==> src/rtl/amp1_pkg.sv <==
package amp1_pkg;

  // Highest code of an unsigned w-bit amplitude input.
  function automatic int full_code(input int w);
    return (1 << w) - 1;
  endfunction

  // Decision level of the loop: half of full scale, rounded up.
  function automatic int decide_level(input int w);
    return ((1 << w) - 1 + 1) / 2;
  endfunction

endpackage

==> src/rtl/amp1_rst_sync.sv <==
module amp1_rst_sync #(
  parameter int STAGES = 2
) (
  input  logic clk,
  input  logic rst_n,
  output logic rst_sync_n
);

  logic [STAGES-1:0] chain_q;

  always_ff @(posedge clk or negedge rst_n) begin
    if (!rst_n) chain_q <= '0;
    else        chain_q <= {chain_q[STAGES-2:0], 1'b1};
  end

  assign rst_sync_n = chain_q[STAGES-1];

endmodule

==> src/rtl/amp1_dsm_loop.sv <==
module amp1_dsm_loop
  import amp1_pkg::*;
#(
  parameter int AMP_W = 2,
  parameter int ACC_W = AMP_W + 2
) (
  input  logic                    clk,
  input  logic                    rst_n,
  input  logic                    en,
  input  logic [AMP_W-1:0]        code,
  output logic                    bit_nxt,
  output logic signed [ACC_W-1:0] acc_o
);

  localparam logic signed [ACC_W-1:0] FULL = ACC_W'(full_code(AMP_W));
  localparam logic signed [ACC_W-1:0] THR  = ACC_W'(decide_level(AMP_W));

  logic signed [ACC_W-1:0] acc_q, acc_d, sum;

  always_comb begin
    sum     = acc_q + $signed({{(ACC_W-AMP_W){1'b0}}, code});
    bit_nxt = (sum >= THR);
    acc_d   = acc_q;
    if (en) acc_d = bit_nxt ? (sum - FULL) : sum;
  end

  always_ff @(posedge clk or negedge rst_n) begin
    if (!rst_n) acc_q <= '0;
    else        acc_q <= acc_d;
  end

  assign acc_o = acc_q;

endmodule

==> src/rtl/amp1_phase_align.sv <==
module amp1_phase_align #(
  parameter int PH_W = 3
) (
  input  logic            clk,
  input  logic            rst_n,
  input  logic            en,
  input  logic            bit_nxt,
  input  logic [PH_W-1:0] phase_in,
  output logic            valid_o,
  output logic            amp_o,
  output logic [PH_W-1:0] phase_o
);

  logic            valid_q, amp_q, amp_d;
  logic [PH_W-1:0] phase_q, phase_d;

  always_comb begin
    amp_d   = amp_q;
    phase_d = phase_q;
    if (en) begin
      amp_d = bit_nxt;
      if (bit_nxt) phase_d = phase_in;
    end
  end

  always_ff @(posedge clk or negedge rst_n) begin
    if (!rst_n) begin
      valid_q <= 1'b0;
      amp_q   <= 1'b0;
      phase_q <= '0;
    end else begin
      valid_q <= en;
      amp_q   <= amp_d;
      phase_q <= phase_d;
    end
  end

  assign valid_o = valid_q;
  assign amp_o   = amp_q;
  assign phase_o = phase_q;

endmodule

==> src/rtl/amp1_requant.sv <==
module amp1_requant #(
  parameter int AMP_W  = 2,
  parameter int PH_W   = 3,
  parameter int SYNC_N = 2
) (
  input  logic             clk,
  input  logic             rst_n,
  input  logic             in_valid,
  input  logic [AMP_W-1:0] in_amp,
  input  logic [PH_W-1:0]  in_phase,
  output logic             out_valid,
  output logic             out_amp,
  output logic [PH_W-1:0]  out_phase
);

  localparam int ACC_W = AMP_W + 2;

  logic                    srst_n;
  logic                    bit_nxt;
  logic signed [ACC_W-1:0] acc_s;

  amp1_rst_sync #(.STAGES(SYNC_N)) u_rst (
    .clk(clk), .rst_n(rst_n), .rst_sync_n(srst_n)
  );

  amp1_dsm_loop #(.AMP_W(AMP_W), .ACC_W(ACC_W)) u_loop (
    .clk(clk), .rst_n(srst_n), .en(in_valid), .code(in_amp),
    .bit_nxt(bit_nxt), .acc_o(acc_s)
  );

  amp1_phase_align #(.PH_W(PH_W)) u_align (
    .clk(clk), .rst_n(srst_n), .en(in_valid), .bit_nxt(bit_nxt),
    .phase_in(in_phase), .valid_o(out_valid), .amp_o(out_amp),
    .phase_o(out_phase)
  );

endmodule

==> config.mk <==
export PLATFORM = sky130hd
export DESIGN_NAME = amp1_requant
export DESIGN_NICKNAME = d
export VERILOG_FILES = /design/src/rtl/amp1_pkg.sv /design/src/rtl/amp1_rst_sync.sv /design/src/rtl/amp1_dsm_loop.sv /design/src/rtl/amp1_phase_align.sv /design/src/rtl/amp1_requant.sv
export SDC_FILE = /design/constraint.sdc
export NUM_CORES = 1
export LEC_CHECK = 0
export BUFFER_PORTS_ARGS = -buffer_cell sky130_fd_sc_hd__buf_2
export CAP_MARGIN = 10
export CORE_AREA = 3 3 40 42
export DETAILED_ROUTE_END_ITERATION = 16
export DIE_AREA = 0 0 43 45
export HOLD_SLACK_MARGIN = 0.05
export PLACE_DENSITY_LB_ADDON = 0.25
export SLEW_MARGIN = 5
export SYNTH_ARGS = -nofsm -noshare
export SYNTH_HDL_FRONTEND = slang
export SYNTH_SLANG_ARGS = --single-unit
export TNS_END_PERCENT = 30
==> constraint.sdc <==
create_clock -name clk -period 0.8 [get_ports clk]
set_input_delay 0.16 -clock clk [delete_from_list [all_inputs] [get_ports clk]]
set_output_delay 0.16 -clock clk [all_outputs]
set_load 0.05 [all_outputs]
# [Yosys cells after proc, flatten, opt, wreduce, memory -nomap -nowiden]
# Index checks and enable logic that the tools add are counted.
# W data, S select, Z words.
[classes] n_addsub=2 mul=0 n_bitwise=0 muxes=1 div=0 order_cmp=1 eq_ne=0 n_reduce_logical=1 n_shift=0
[ops] cell="$add A4 B3 Y4" count=1
[ops] cell="$ge A4 B3 Y1 const B" count=1
[ops] cell="$mux W4" count=1
[ops] cell="$sub A4 B3 Y4 const B" count=1
[ops] cell="$reduce_and A2 Y1" count=1
[word_totals] latchBits=0 regBits=11 ram_bits=0 n_memories=0 rom_bits=0

# [Depth between registers and ports, before layout]
[logic_depth] word_depth=3 depth_mapped=9 mapped_depth_nobuf=9

# [Modules after synthesis]
# A second synthesis with hierarchy kept.
[hier_totals] hier_cells=58 area_unflattened_um2=625.6
[modules_own_cells] mod="amp1_dsm_loop" instances=1 seq_area_each_um2=100.1 cells_per_inst=44 area_each_um2=386.6
[modules_own_cells] mod="amp1_phase_align" instances=1 seq_area_each_um2=125.1 cells_per_inst=11 area_each_um2=185.2
[modules_own_cells] mod="amp1_rst_sync" instances=1 seq_area_each_um2=50.0 cells_per_inst=3 area_each_um2=53.8

# [Least setup slack after synthesis]
# OpenSTA, ideal clock, no wires.
[synth_timing] path_type="reg2reg" from="register u_loop.acc_q[0] (netlist: u_loop.acc_o[0])" to="register u_align.phase_q[0] (netlist: u_align.phase_o[0])" setup_slack_ns=-1.593 path_stages_with_launch=10 t_required_ns=0.672 arrival_ns=2.266 cell_sequence="dfrtp_1 ha_1 inv_1 fa_1 inv_1 ha_1 nor2b_1 a222oi_1 nand2_1 mux2_1"
[synth_via] elab_chain_cells=3
[synth_rtl] item="from (decl)" line_no="amp1_dsm_loop.sv:18" text="logic signed [ACC_W-1:0] acc_q, acc_d, sum;"
[synth_rtl] item="from (signal assigned)" line_no="amp1_dsm_loop.sv:28" text="if (!rst_n) acc_q <= '0;"
[synth_rtl] item="from (signal assigned)" line_no="amp1_dsm_loop.sv:29" text="else acc_q <= acc_d;"
[synth_rtl] item="$add A4 B3 Y4" line_no="amp1_dsm_loop.sv:21" text="sum = acc_q + $signed({{(ACC_W-AMP_W){1'b0}}, code});"
[synth_rtl] item="$ge A4 B3 Y1" line_no="amp1_dsm_loop.sv:22" text="bit_nxt = (sum >= THR);"
[synth_rtl] item="$reduce_and A2 Y1 (no source line)"
[synth_rtl] item="to (signal assigned)" line_no="amp1_phase_align.sv:34" text="phase_q <= phase_d;"
[synth_rtl] item="to (decl)" line_no="amp1_phase_align.sv:15" text="logic [PH_W-1:0] phase_q, phase_d;"
# Every way passes these cells.
# A chain may end at the register's enable or synchronous reset.

# [Worst setup path after layout]
[layout_timing] from="register u_loop.acc_q[0] (netlist: u_loop.acc_o[0])" to="register u_align.phase_q[2] (netlist: u_align.phase_o[2])"
# Same word-level chain as after synthesis.

==> results.md <==
- Status: complete, but fails checks
- Failing checks: negative setup slack
- Mapped Cells: 60
- Post-synthesis sequential area ratio: 45.1%
- Crit path DAT: 2460 ps
- Leak: 0.000476 uW
- DR vias: 584
- CTS tree: yes
- RSZ-0062 raised after global routing: true
- Antenna violations before repair: 0
- Root Driver: clkbuf_4
- Routability cong.: 0.880
- Dpl hpwl: 1.07 mm
- Clk_skew: 9.91 ps
- Htree depth: 1
- Int Power: 2840 uW
- Routed length per instance: 15.1 um
- Post-synth EDFFs: 0
- Starting density of the core: 47.5%
- Routed WL: 1.66 mm
- CTS Sinks: 11
- Max-slew violation count: 0
- Pre-Repair DR Iteration Count: 4
- Die H: 45 um
- Flop pwr share: 19.4%
- Synth Warn #: 0
- Worst VDD drop: 2.37 mV
- Number of max-cap violations: 0
- Smallest hold slack: 137 ps
- Fin crit share: 290%
- Area grow syn2layout: 58.0%
- Via density: 5.31
- Tot GR Track Use: 19.9%
- Most frequent cell after synthesis: dfrtp_1
- Final Net Count: 109
- Fillers: 85
- Psw: 2070 uW
- CTS max path bufs: 2
- Starting DRT DRC Count: 13
- Number of global-route vias before repair: 612
- Worst-path clk slew: 80 ps
- Netlist area before placement: 611 um2
- Die area: 0.00194 mm2
- Diode count: 0
- CP max FO: 4
- TritonCTS buffer count: 3
- Syn_nets: 73
- Die Wd: 43 um
- CP startpoint kind: flip-flop
- Crit. End Element: flip-flop
- Syn_area_per_cell: 10.2 um2
- Worst slack, placed: -1670 ps
- Multi-input gate area: 370 um2
- First-pass GRT wire length: 2.79 mm
- PwrDens: 5090 mW/mm2
- Pin count of the biggest net entering global routing: 11
- Setup total negative slack: -11,920 ps
- Post-route antenna net violation count: 0
- Top cell type's share of synthesized area: 45.1%
- Switching Fraction: 42.2%
- Clock network latency to the later pin of the worst-skew pair: 270 ps
- # DRC: 0
- Final hold violations: 0
- PortBufs: 12
- Reg area: 275 um2
- Synth Register Bits: 11
- Commonest cells post-synth: dfrtp_1, inv_1, ha_1
- Layout cells sized above 1: 47.4%
- Post-synthesis cell type count: 28
- Hold Path Class: flip-flop to async pin
- Synth async-reset ratio: 100%
- Main synth FF type: dfrtp_1
- Critical path class: flip-flop to flip-flop
- Fmax: 431 MHz
- Largest area contributor in the netlist: dfrtp_1
- Setup WS post-layout: -1520 ps
- Final Instance Area: 965 um2
- FP Rows: 13
- CORE AREA: 0.00128 mm2
- CP required: 940 ps
- Combinational group share of total power: 72.8%
- Ranking of synthesized cells by area: dfrtp_1, ha_1, mux2_1
- Final min period: 2320 ps
- Gr ovfl total: 0
- Clk pwr share: 7.9%
- # IOs: 13
- Post-DP Area: 801 um2
- Final setup viols: 13
## final cells by class
class,count,area share [%]
Timing Repair Buffer,32,25.3
Clock buffer,4,2.72
Inverter,8,3.11
Multi-Input combinational cell,40,38.4
Sequential cell,11,28.5
Tap cell,15,1.95
## power by group through the flow
stage | sequential, uW | clock, uW | combinational [uW]
floorplan | 1270 | 0 | 1230
global placement | 903 | 0 | 2570
detailed placement | 912 | 0 | 2630
CTS | 943 | 388 | 3390
global route | 972 | 423 | 3860
finish | 951 | 386 | 3570
## stage by stage
step                      std cells  utilization, %  power [uW]
after floorplan                  60               -        2500
after global placement          101            62.3        3470
after detailed placement        101            62.3        3550
after CTS                       110            74.7        4720
after global routing            110            75.1        5250
final                           110            75.1        4910
## cells by family after synthesis
logic type | count (synthesis) | share of synthesized area (%)
adders and majority gates | 5 | 11.5
AOI/OAI and AO/OA | 16 | 17.8
muxes | 3 | 5.53
buffers and inverters | 9 | 5.53
and+or+nand+nor | 13 | 11.1
xor gates and xnor gates | 2 | 2.87
other | 1 | 0.614
DFF | 11 | 45.1
## what timing repair did
action / CTS / global route
resized for setup: 24 / 1
hold buffers: 1 / 0
hold endpoints to repair: 2 / 0
endpoints found under the setup margin: 13 / 13
setup buffers: 4 / 0
pin swaps: 4 / 2
## state kept, by name, summed over array words and instances, names as in the netlist
register	count
u_align.amp_o	1
u_align.phase_o	3
u_align.valid_o	1
u_loop.acc_o	4
u_rst.chain_q	2
## cells in the final DEF (no fill, tap or decap), types with 2 or more instances in the layout
master / Yosys / layout
o22ai_1: 2 / 2
buf_6: 0 / 5
a31oi_1: 2 / 2
inv_2: 0 / 2
clkbuf_4: 0 / 3
o21ai_0: 2 / 2
mux2_4: 0 / 3
nand3_1: 2 / 2
a21oi_1: 3 / 3
inv_1: 8 / 6
buf_2: 0 / 7
buf_4: 0 / 19
dfrtp_1: 11 / 11
ha_4: 0 / 3
nor2_1: 3 / 3
## critical path: stages (launching register included)
cell and delay, ps:
dfrtp_1 420, ha_4 180, inv_2 50, fa_1 440
inv_2 100, ha_4 140, nor2b_4 40, a222oi_1 280
buf_4 190, nand2_4 70, mux2_4 300
## per-layer routing
layer	routed length [um]	part of all wire (%)	global-route usage [%]	vias up
met3	73	4.4	3.98	6
met2	799	48	32.9	15
met5	0	0	0	-
li1	-	-	-	284
met4	60	3.6	10.8	0
met1	729	44	24.4	279
## final timing paths
path                                       to             start  slack [ps]  depth (start not counted)
max in group asynchronous     u_align.valid_o  u_rst.chain_q[1]         390                          0
min in group clk           u_align.phase_o[2]       in_phase[2]         140                          2
min                             u_align.amp_o  u_rst.chain_q[1]         140                          0
max reg2reg                u_align.phase_o[2]   u_loop.acc_o[0]       -1520                         10
min reg2reg                     u_align.amp_o  u_rst.chain_q[1]         140                          0
max                        u_align.phase_o[2]   u_loop.acc_o[0]       -1520                         10
(Power assumes the default switching activity.)
